`src/rtl/cmdseq_pkg.sv`:
```
package cmdseq_pkg;

    localparam int ADDR_W_DEF      = 4;
    localparam int DATA_W_DEF      = 4;
    localparam int WRITE_TICKS_DEF = 768;
    localparam int GAP_TICKS_DEF   = 256;

    typedef enum logic [1:0] {
        PH_IDLE   = 2'd0,
        PH_WRITE  = 2'd1,
        PH_GAP    = 2'd2,
        PH_OUTPUT = 2'd3
    } phase_e;

    function automatic logic host_write_fire(input logic sel_n,
                                             input logic strobe_n,
                                             input phase_e ph);
        return (ph == PH_WRITE) && !sel_n && !strobe_n;
    endfunction

    function automatic logic owner_is_counter(input phase_e ph);
        return ph == PH_OUTPUT;
    endfunction

endpackage

```
`src/rtl/cmdseq_phase_timer.sv`:
```
module cmdseq_phase_timer
    import cmdseq_pkg::*;
#(
    parameter int WRITE_TICKS = WRITE_TICKS_DEF,
    parameter int GAP_TICKS   = GAP_TICKS_DEF,
    localparam int TMR_W      = $clog2(WRITE_TICKS + GAP_TICKS + 1)
) (
    input  logic   clk,
    input  logic   rst,
    input  logic   start_i,
    input  logic   tick_i,
    input  logic   play_done_i,
    output phase_e phase_o,
    output logic   arm_o
);
    localparam logic [TMR_W-1:0] LAST_WRITE = TMR_W'(WRITE_TICKS - 1);
    localparam logic [TMR_W-1:0] LAST_GAP   = TMR_W'(WRITE_TICKS + GAP_TICKS - 1);

    phase_e           phase_q;
    logic [TMR_W-1:0] tmr_q;

    always_ff @(posedge clk) begin
        if (rst || start_i) begin
            phase_q <= PH_WRITE;
            tmr_q   <= '0;
        end else begin
            unique case (phase_q)
                PH_WRITE: if (tick_i) begin
                    tmr_q <= tmr_q + 1'b1;
                    if (tmr_q == LAST_WRITE) phase_q <= PH_GAP;
                end
                PH_GAP: if (tick_i) begin
                    tmr_q <= tmr_q + 1'b1;
                    if (tmr_q == LAST_GAP) phase_q <= PH_OUTPUT;
                end
                PH_OUTPUT: if (play_done_i) phase_q <= PH_IDLE;
                default: ;
            endcase
        end
    end

    assign phase_o = phase_q;
    assign arm_o   = (phase_q == PH_WRITE) && tick_i && (tmr_q == LAST_WRITE);

endmodule

```
`src/rtl/cmdseq_nibble_ram.sv`:
```
module cmdseq_nibble_ram #(
    parameter int ADDR_W = 4,
    parameter int DATA_W = 4,
    localparam int DEPTH = 1 << ADDR_W
) (
    input  logic              clk,
    input  logic              we_i,
    input  logic [ADDR_W-1:0] waddr_i,
    input  logic [DATA_W-1:0] wdata_i,
    input  logic [ADDR_W-1:0] raddr_i,
    output logic [DATA_W-1:0] rdata_o
);
    logic [DATA_W-1:0] mem_q [DEPTH];

    always_ff @(posedge clk) begin
        if (we_i) mem_q[waddr_i] <= wdata_i;
    end

    assign rdata_o = mem_q[raddr_i];

endmodule

```
`src/rtl/cmdseq_fmt_counter.sv`:
```
module cmdseq_fmt_counter
    import cmdseq_pkg::*;
#(
    parameter int ADDR_W = 4,
    parameter int DATA_W = 4
) (
    input  logic              clk,
    input  logic              rst,
    input  phase_e            phase_i,
    input  logic              arm_i,
    input  logic              preset_load_i,
    input  logic [ADDR_W-1:0] preset_i,
    input  logic              bit_tick_i,
    input  logic [ADDR_W-1:0] host_addr_i,
    input  logic [DATA_W-1:0] ram_rdata_i,
    output logic [ADDR_W-1:0] ram_addr_o,
    output logic [DATA_W-1:0] data_o,
    output logic              done_o
);
    logic [ADDR_W-1:0] preset_q;
    logic [ADDR_W-1:0] fcnt_q;
    logic [ADDR_W-1:0] preset_now;
    logic              load_ok;
    logic              step;

    assign load_ok    = (phase_i == PH_WRITE) && preset_load_i;
    assign preset_now = load_ok ? preset_i : preset_q;
    assign step       = owner_is_counter(phase_i) && bit_tick_i;
    assign done_o     = step && (fcnt_q == '0);

    always_ff @(posedge clk) begin
        if (rst) begin
            preset_q <= '0;
            fcnt_q   <= '0;
            data_o   <= '0;
        end else begin
            if (load_ok) preset_q <= preset_i;
            if (arm_i) begin
                fcnt_q <= preset_now;
            end else if (step) begin
                data_o <= ram_rdata_i;
                if (fcnt_q != '0) fcnt_q <= fcnt_q - 1'b1;
            end
        end
    end

    assign ram_addr_o = owner_is_counter(phase_i) ? fcnt_q : host_addr_i;

endmodule

```
`src/rtl/cmdseq_top.sv`:
```
module cmdseq_top
    import cmdseq_pkg::*;
#(
    parameter int ADDR_W      = ADDR_W_DEF,
    parameter int DATA_W      = DATA_W_DEF,
    parameter int WRITE_TICKS = WRITE_TICKS_DEF,
    parameter int GAP_TICKS   = GAP_TICKS_DEF
) (
    input  logic              clk,
    input  logic              rst,
    input  logic              start_i,
    input  logic              tick_i,
    input  logic              bit_tick_i,
    input  logic              host_sel_n_i,
    input  logic              host_strobe_n_i,
    input  logic [ADDR_W-1:0] host_addr_i,
    input  logic [DATA_W-1:0] host_data_i,
    input  logic              preset_load_i,
    input  logic [ADDR_W-1:0] preset_i,
    output logic              write_busy_o,
    output logic              out_active_o,
    output logic [DATA_W-1:0] data_o
);
    phase_e            phase;
    logic              arm;
    logic              play_done;
    logic              host_we;
    logic [ADDR_W-1:0] ram_addr;
    logic [DATA_W-1:0] ram_rdata;

    assign host_we = host_write_fire(host_sel_n_i, host_strobe_n_i, phase);

    cmdseq_phase_timer #(
        .WRITE_TICKS(WRITE_TICKS),
        .GAP_TICKS  (GAP_TICKS)
    ) u_timer (
        .clk        (clk),
        .rst        (rst),
        .start_i    (start_i),
        .tick_i     (tick_i),
        .play_done_i(play_done),
        .phase_o    (phase),
        .arm_o      (arm)
    );

    cmdseq_nibble_ram #(
        .ADDR_W(ADDR_W),
        .DATA_W(DATA_W)
    ) u_ram (
        .clk    (clk),
        .we_i   (host_we),
        .waddr_i(ram_addr),
        .wdata_i(host_data_i),
        .raddr_i(ram_addr),
        .rdata_o(ram_rdata)
    );

    cmdseq_fmt_counter #(
        .ADDR_W(ADDR_W),
        .DATA_W(DATA_W)
    ) u_fmt (
        .clk          (clk),
        .rst          (rst),
        .phase_i      (phase),
        .arm_i        (arm),
        .preset_load_i(preset_load_i),
        .preset_i     (preset_i),
        .bit_tick_i   (bit_tick_i),
        .host_addr_i  (host_addr_i),
        .ram_rdata_i  (ram_rdata),
        .ram_addr_o   (ram_addr),
        .data_o       (data_o),
        .done_o       (play_done)
    );

    assign write_busy_o = (phase == PH_WRITE);
    assign out_active_o = (phase == PH_OUTPUT);

endmodule

```
`config.mk`:
```
export PLATFORM = sky130hd
export DESIGN_NAME = cmdseq_top
export DESIGN_NICKNAME = d
export VERILOG_FILES = /design/src/rtl/cmdseq_pkg.sv /design/src/rtl/cmdseq_phase_timer.sv /design/src/rtl/cmdseq_nibble_ram.sv /design/src/rtl/cmdseq_fmt_counter.sv /design/src/rtl/cmdseq_top.sv
export SDC_FILE = /design/constraint.sdc
export NUM_CORES = 1
export LEC_CHECK = 0
export CAP_MARGIN = 10
export CORE_ASPECT_RATIO = 0.5
export CORE_MARGIN = 2
export CORE_UTILIZATION = 53
export CTS_BUF_LIST = sky130_fd_sc_hd__clkbuf_16
export DETAILED_ROUTE_END_ITERATION = 10
export GPL_ROUTABILITY_DRIVEN = 0
export GPL_TIMING_DRIVEN = 1
export PLACE_DENSITY = 0.79
export SETUP_SLACK_MARGIN = 0.2
export SLEW_MARGIN = 20
export SYNTH_ARGS = -nofsm -noshare
export SYNTH_HDL_FRONTEND = slang
export SYNTH_SLANG_ARGS = --single-unit
export TNS_END_PERCENT = 1
```
`constraint.sdc`:
```
create_clock -name clk -period 2 [get_ports clk]
set_input_delay 0.2 -clock clk [delete_from_list [all_inputs] [get_ports clk]]
set_output_delay 0.2 -clock clk [all_outputs]
set_load 0.02 [all_outputs]
```
After elaboration in Yosys (flattened, before gate mapping)
Memories as Yosys holds them, arrays and structs flattened. A register that Yosys moved wholly into a read port is not among the register bits.
Index checks and enable logic that the tools add are counted.
{"block": "totals", "out_inout_bits": 6, "elab_cells": 51, "n_memories": 1, "ramBits": 64, "register_bits": 21, "in_bits": 20}
{"memory": "u_ram.mem_q", "words": 16, "width": 4, "read_ports": 1, "rd_clocked_by_memory_dff": 1, "wr": 1, "line_no": "cmdseq_nibble_ram.sv:13", "rtl": "logic [DATA_W-1:0] mem_q [DEPTH];"}
{"block": "op_classes", "add_sub_neg": 2, "reduce_logical": 20, "n_bitwise": 1, "n_eq_ne": 10, "mux": 13}
{"op": "11-bit by 10-bit == test with 1-bit output, second input constant", "count": 2}
{"op": "4-bit 2-to-1 mux", "count": 5}
{"op": "11-bit by 1-bit adder with 11-bit output, second input constant", "count": 1}
{"op": "2-bit 2-to-1 mux", "count": 5}
{"op": "1-bit logical AND", "count": 7}
{"op": "2-bit by 1-bit != test with 1-bit output, second input constant", "count": 3}
{"op": "2-bit case mux with 3 select lines", "count": 1}
{"op": "2-bit AND reduction", "count": 3}
{"op": "6-bit AND reduction", "count": 1}
{"op": "2-bit == test, second input constant", "count": 2}
{"op": "4-bit logical NOT", "count": 1}
{"op": "2-bit != test, second input constant", "count": 2}
{"op": "2-bit nonzero test", "count": 2}
{"op": "4-bit nonzero test", "count": 1}
{"op": "4-bit by 1-bit subtractor with 4-bit output, second input constant", "count": 1}
{"op": "3-bit nonzero test", "count": 1}
{"op": "2-bit by 1-bit == test with 1-bit output, second input constant", "count": 1}
{"op": "1-bit logical NOT", "count": 2}
{"op": "1-bit 2-to-1 mux", "count": 2}
{"op": "2-bit OR reduction", "count": 1}
{"op": "1-bit logical OR", "count": 1}
{"op": "1-bit inverter", "count": 1}

Logic depth before layout (Yosys ltp)
Gate-level depths: netlist of run 1.
{"block": "logic_depth", "depth_word": 5, "mapped_depth": 8, "depth_no_buf": 7}

By module
Synthesis of run 1 repeated with hierarchy kept, for this count alone.
{"block": "unflattened", "cells_unflattened": 287, "hier_area_um2": 4031.4}
{"module": "cmdseq_nibble_ram", "area_each_um2": 2586.2, "seq_area_each_um2": 1921.8, "n_inst": 1, "cells_per_inst": 126}
{"module": "cmdseq_phase_timer", "area_each_um2": 747.0, "seq_area_each_um2": 260.2, "n_inst": 1, "cells_per_inst": 81}
{"module": "cmdseq_fmt_counter", "area_each_um2": 670.6, "seq_area_each_um2": 240.2, "n_inst": 1, "cells_per_inst": 77}
{"module": "cmdseq_top", "area_each_um2": 27.5, "seq_area_each_um2": 0.0, "n_inst": 1, "cells_per_inst": 3}

Worst setup path before layout of run 1
Ideal clock, no wire load.
{"block": "synth_timing", "path_type": "register -> register", "startpoint": "reg u_timer.phase_q[0], in the netlist u_timer.phase_o[0]", "endpoint": "mem u_ram.mem_q[0][0], enable pin", "arrival_ps": 1821, "path_buffers": 2, "path_slack_ps": -150, "stages_incl_launch_ff": 8, "required_ps": 1671, "synth_period_minus_slack_ps": 2150, "setup_ps": 329, "path_cell_list": "dfxtp_1 > ha_1 > mux2_4 > buf_6 > buf_6 > nor2_1 > nand2_1 > nor2_1"}
{"block": "synth_via", "word_cells_on_any_way": 7, "classes_between": "2 x eq/ne; 3 x mux; 2 x reduce/logical"}
{"element": "start: declaration", "line_no": "cmdseq_phase_timer.sv:19", "rtl": "phase_e phase_q;"}
{"element": "start signal: assignment", "line_no": "cmdseq_phase_timer.sv:24", "rtl": "phase_q <= PH_WRITE;"}
{"element": "start signal: assignment", "line_no": "cmdseq_phase_timer.sv:30", "rtl": "if (tmr_q == LAST_WRITE) phase_q <= PH_GAP;"}
{"element": "start signal: assignment", "line_no": "cmdseq_phase_timer.sv:34", "rtl": "if (tmr_q == LAST_GAP) phase_q <= PH_OUTPUT;"}
{"element": "2-bit == test"}
{"element": "net out_active_o", "line_no": "cmdseq_top.sv:21", "rtl": "output logic out_active_o,"}
{"element": "4-bit 2-to-1 mux", "line_no": "cmdseq_fmt_counter.sv:47", "rtl": "assign ram_addr_o = owner_is_counter(phase_i) ? fcnt_q : host_addr_i;"}
{"element": "end: declaration", "line_no": "cmdseq_nibble_ram.sv:13"}
The timed path passes the listed nets, and every way through them passes these cells.

Worst setup path in the final report of run 1
{"block": "layout_timing", "startpoint": "reg u_timer.phase_q[1], in the netlist u_timer.phase_o[1]", "endpoint": "reg u_fmt.data_o[2], read port of u_ram.mem_q"}
{"block": "layout_via", "elab_chain_cells": 5, "word_cells_on_any_way": 8, "classes_between": "2 x eq/ne; 1 x mux; 1 x bitwise; 4 x reduce/logical"}
{"element": "2-bit by 1-bit == test with 1-bit output", "line_no": "cmdseq_phase_timer.sv:43", "rtl": "assign arm_o = (phase_q == PH_WRITE) && tick_i && (tmr_q == LAST_WRITE);"}
{"element": "1-bit logical AND (2 in a row)", "line_no": "cmdseq_phase_timer.sv:43"}
{"element": "1-bit inverter (no line)"}
{"element": "2-bit AND reduction (no line)"}
{"element": "end: declaration", "line_no": "cmdseq_fmt_counter.sv:17", "rtl": "output logic [DATA_W-1:0] data_o,"}
Several ways; a longest one is shown, not always the timed one.
A chain may end at the register's enable or synchronous reset.

==> impl_metrics.py, run 1 <==
metrics = {
    "critical_path": {
        "timing_worst_setup_path_type": "flip-flop to flip-flop",
        "crit_chain": "ha_4, mux2_4, mux4_2, nor2b_4, a221oi_2, a31oi_1",
        "critPathSlowestCell": "mux4_2",
        "end_kind": "flip-flop",
        "timing.rr.end": "u_fmt.data_o[2]$_SDFFE_PP0P_",
        "required_ps": 2190,
        "cp_slowest_stage_delay_ps": 520,
        "crit_arrival_ps": 2240,
        "critPathLaunchType": "flip-flop",
        "reg2regPathDepth": 6,
        "crit_path_max_fanout": 8,
        "r2r-start": "u_timer.phase_o[1]$_SDFFE_PP0P_",
        "r2r_slack_ps": -60,
    },
    "place": {
        "portBuffers": 25,
        "placedInstanceArea_sq_mm": 0.004424,
        "hpwlAfterDp_um": 6121,
        "placedCellCount": 427,
        "dp_slack_ps": -106.9,
    },
    "sta": {
        "worst_pin_slew_ps": 765.6,
        "finalMaxSlewViolations": 0,
        "slew_headroom_pct": 48.72,
        "setup_slack_ps": -56.63,
        "hold_viol_final": 0,
        "min_period_over_period_pct": 102.8,
        "setup_viol_count_final": 2,
        "fin_crit_ps": 2057,
        "timing.fmax_mhz": 486.2,
        "fin_skew_ps": 13.35,
        "setup_tns_ps": -75.61,
        "rsz0062_at_grt": "true",
    },
    "detailed_routing": {
        "postRouteAntennaNets": 0,
        "routedWlPerCell_um": 20.41,
        "vias": 2634,
        "drc": 0,
        "wl_um": 9102,
        "drtIter0Drc": 249,
        "viasPerCell": 5.906,
        "drtPass1Iterations": 4,
    },
    "cells_and_area": {
        "final_util_pct": 70.77,
        "instances_no_fill": 446,
        "final_area_sq_mm": 0.004853,
        "antenna_cells": 0,
        "fin_nets": 378,
        "final_cell_mix": "edfxtp_1 (64), nor2_1 (38), nand2_1 (27), buf_4 (26), clkdlybuf4s50_1 (23)",
        "drive_gt1_share_pct": 25.71,
        "final_common_cell": "edfxtp_1",
        "area.growth.synth_to_final_pct": 26.39,
    },
    "cts": {
        "cts_buffer_depth": 2,
        "cts.sinks": 89,
        "clk_latency_ps": 360,
        "cts_tree": "built",
        "clk_pin_slew_ps": 70,
        "cts_htree_levels": 3,
        "cts_root_buffer": "clkbuf_16",
        "numCtsBuffers": 9,
    },
    "flow_run": {
        "cap_violations": 0,
    },
    "floorplanning": {
        "core_sq_mm": 0.006858,
        "num_io_pins": 26,
        "std_cell_rows": 21,
        "dieHeight_um": 64.19,
        "initial_core_util_pct": 55.99,
        "dieArea_sq_mm": 0.007984,
        "die_w_um": 124.4,
    },
    "grt": {
        "grt_max_degree": 17,
        "antenna_found_initial": 0,
        "grt_pass1_vias": 2675,
        "grt_pass1_wl_um": 14050,
        "overflow": 0,
        "grt_usage_pct": 23.72,
    },
    "synth": {
        "synth_cells": 293,
        "ys_types": 39,
        "yosysWarnings": 0,
        "yosys_most_used_dff": "edfxtp_1",
        "synth.net_count": 322,
        "async_flop_share_pct": 0,
        "synth_edf_count": 64,
        "syn_area_per_cell_sq_um": 13.11,
        "yosysSeqAreaShare_pct": 63.08,
        "synth_area_sq_mm": 0.003840,
        "synth_seq_cells": 89,
    },
    "power": {
        "ir_worst_vdd_mv": 0.6958,
        "leakagePower_uw": 0.001716,
        "power-per-cell-area_mw_per_mm2": 816.9,
    },
    "outcome": {
        "status": "finished with violations",
        "violations": "setup timing",
    },
    "hold_path": {
        "holdPathEnd": "u_fmt.preset_q[0]$_SDFF_PP0_",
        "min_from": "u_fmt.preset_q[0]$_SDFF_PP0_",
        "holdPathStages": 2,
        "hold_path_class": "flip-flop to flip-flop",
    },
}
-- area by class of cell --
class	count	area, sq um
sequential	89	2431
timing repair buffer	54	515.5
clock inverter	7	76.32
clock buffer	9	225.2
tap	92	115.1
multi-input combinational	184	1449
inverter	11	41.29
fill	414	2004
-- worst max path at each step --
stage	startpoint	to
5_1_grt	u_timer.phase_o[1]$_SDFFE_PP0P_	u_fmt.data_o[2]$_SDFFE_PP0P_
2_1_floorplan	u_timer.phase_o[1]$_SDFFE_PP0P_	u_fmt.data_o[1]$_SDFFE_PP0P_
4_1_cts	u_timer.phase_o[0]$_SDFFE_PP1P_	u_fmt.data_o[2]$_SDFFE_PP0P_
6_report	u_timer.phase_o[1]$_SDFFE_PP0P_	u_fmt.data_o[2]$_SDFFE_PP0P_
3_3_place_gp	host_addr_i[0]	u_fmt.data_o[0]$_SDFFE_PP0P_
3_5_place_dp	host_addr_i[0]	u_fmt.data_o[0]$_SDFFE_PP0P_
-- layer usage --
layer | vias up | GRT usage [%] | part of all wire, %
met2 | 126 | 38.59 | 48
met1 | 1302 | 29.09 | 41
met4 | 0 | 8.708 | 2.1
met5 | - | 0 | 0
met3 | 18 | 9.380 | 8.9
li1 | 1188 | - | -
-- repair_timing --
| item | 4_1_cts | 5_1_grt |
|---|---|---|
| cloned | 0 | 1 |
| pin swaps | 2 | 6 |
| buffers inserted | 2 | 0 |
| gates resized for setup | 2 | 22 |
| hold buffers | 0 | 0 |
| setup endpoints to repair | 65 | 80 |
-- synthesized netlist by cell type (4+ instances only) --
cell | instances | area share [%]
nor2_1 | 43 | 4.2
o21ai_0 | 5 | 0.65
inv_1 | 10 | 0.98
clkbuf_1 | 4 | 0.39
dfxtp_1 | 25 | 13
nor2b_1 | 4 | 0.65
nand4_1 | 4 | 0.65
ha_1 | 9 | 2.9
edfxtp_1 | 64 | 50
xor2_1 | 5 | 1.1
nand3_1 | 6 | 0.78
nand2_1 | 28 | 2.7
a31oi_1 | 7 | 1.1
xnor2_1 | 7 | 1.6
mux4_2 | 12 | 7.0
a22oi_1 | 4 | 0.78
nor3_1 | 9 | 1.2
mux2i_1 | 10 | 2.6
a21oi_1 | 6 | 0.78
-- logic make-up (layout without fill, tap and decap cells) --
logic type	after synthesis	in the layout	synth area share, %
AO/OA/AOI/OAI	35	35	6.354
AND/OR/NAND/NOR	103	103	11.83
buffers and inverters	20	81	2.444
flip-flops	89	89	63.08
adder cells (fa/ha/maj)	9	9	2.933
multiplexers	25	25	10.62
XOR/XNOR	12	12	2.737
-- flip-flops by register name, indices dropped and copies added (netlist names) --
register         cells
u_timer.tmr_q       11
u_fmt.preset_q       4
u_ram.mem_q         64
u_fmt.data_o         4
u_timer.phase_o      2
u_fmt.fcnt_q         4
-- stage by stage --
stage,hold slack (ps),total power (uW)
floorplan,298.9,2152
global placement,449.4,2255
detailed placement,452.4,2267
CTS,447.4,3964
global route,493.0,4073
finish,465.8,3965
-- power breakdown --
| part | leakage (uW) | switching (uW) | internal, uW |
|---|---|---|---|
| clock | 0.000148 | 734 | 981 |
| sequential | 0.000780 | 6.25 | 1990 |
| combinational | 0.000788 | 136 | 121 |
| total | 0.00172 | 876 | 3090 |
-- critical path, delay by kind of cell, from the launching register on --
kind / cells / cell delay, ps
simple gates: 1 / 140
mux: 2 / 830
flops: 1 / 360
fa+ha+maj: 1 / 180
compound gates: 2 / 390
Power figures use the tool's default switching activity.
==> run 2, diff against run 1 <==
--- a/config.mk
+++ b/config.mk
@@ -5,6 +5,7 @@
 export SDC_FILE = /design/constraint.sdc
 export NUM_CORES = 1
 export LEC_CHECK = 0
+export ABC_CLOCK_PERIOD_IN_PS = 2000
 export CAP_MARGIN = 10
 export CORE_ASPECT_RATIO = 0.5
 export CORE_MARGIN = 2
==> results of run 2 <==
The final DEF is identical to that of run 1; final timing and power are the same.
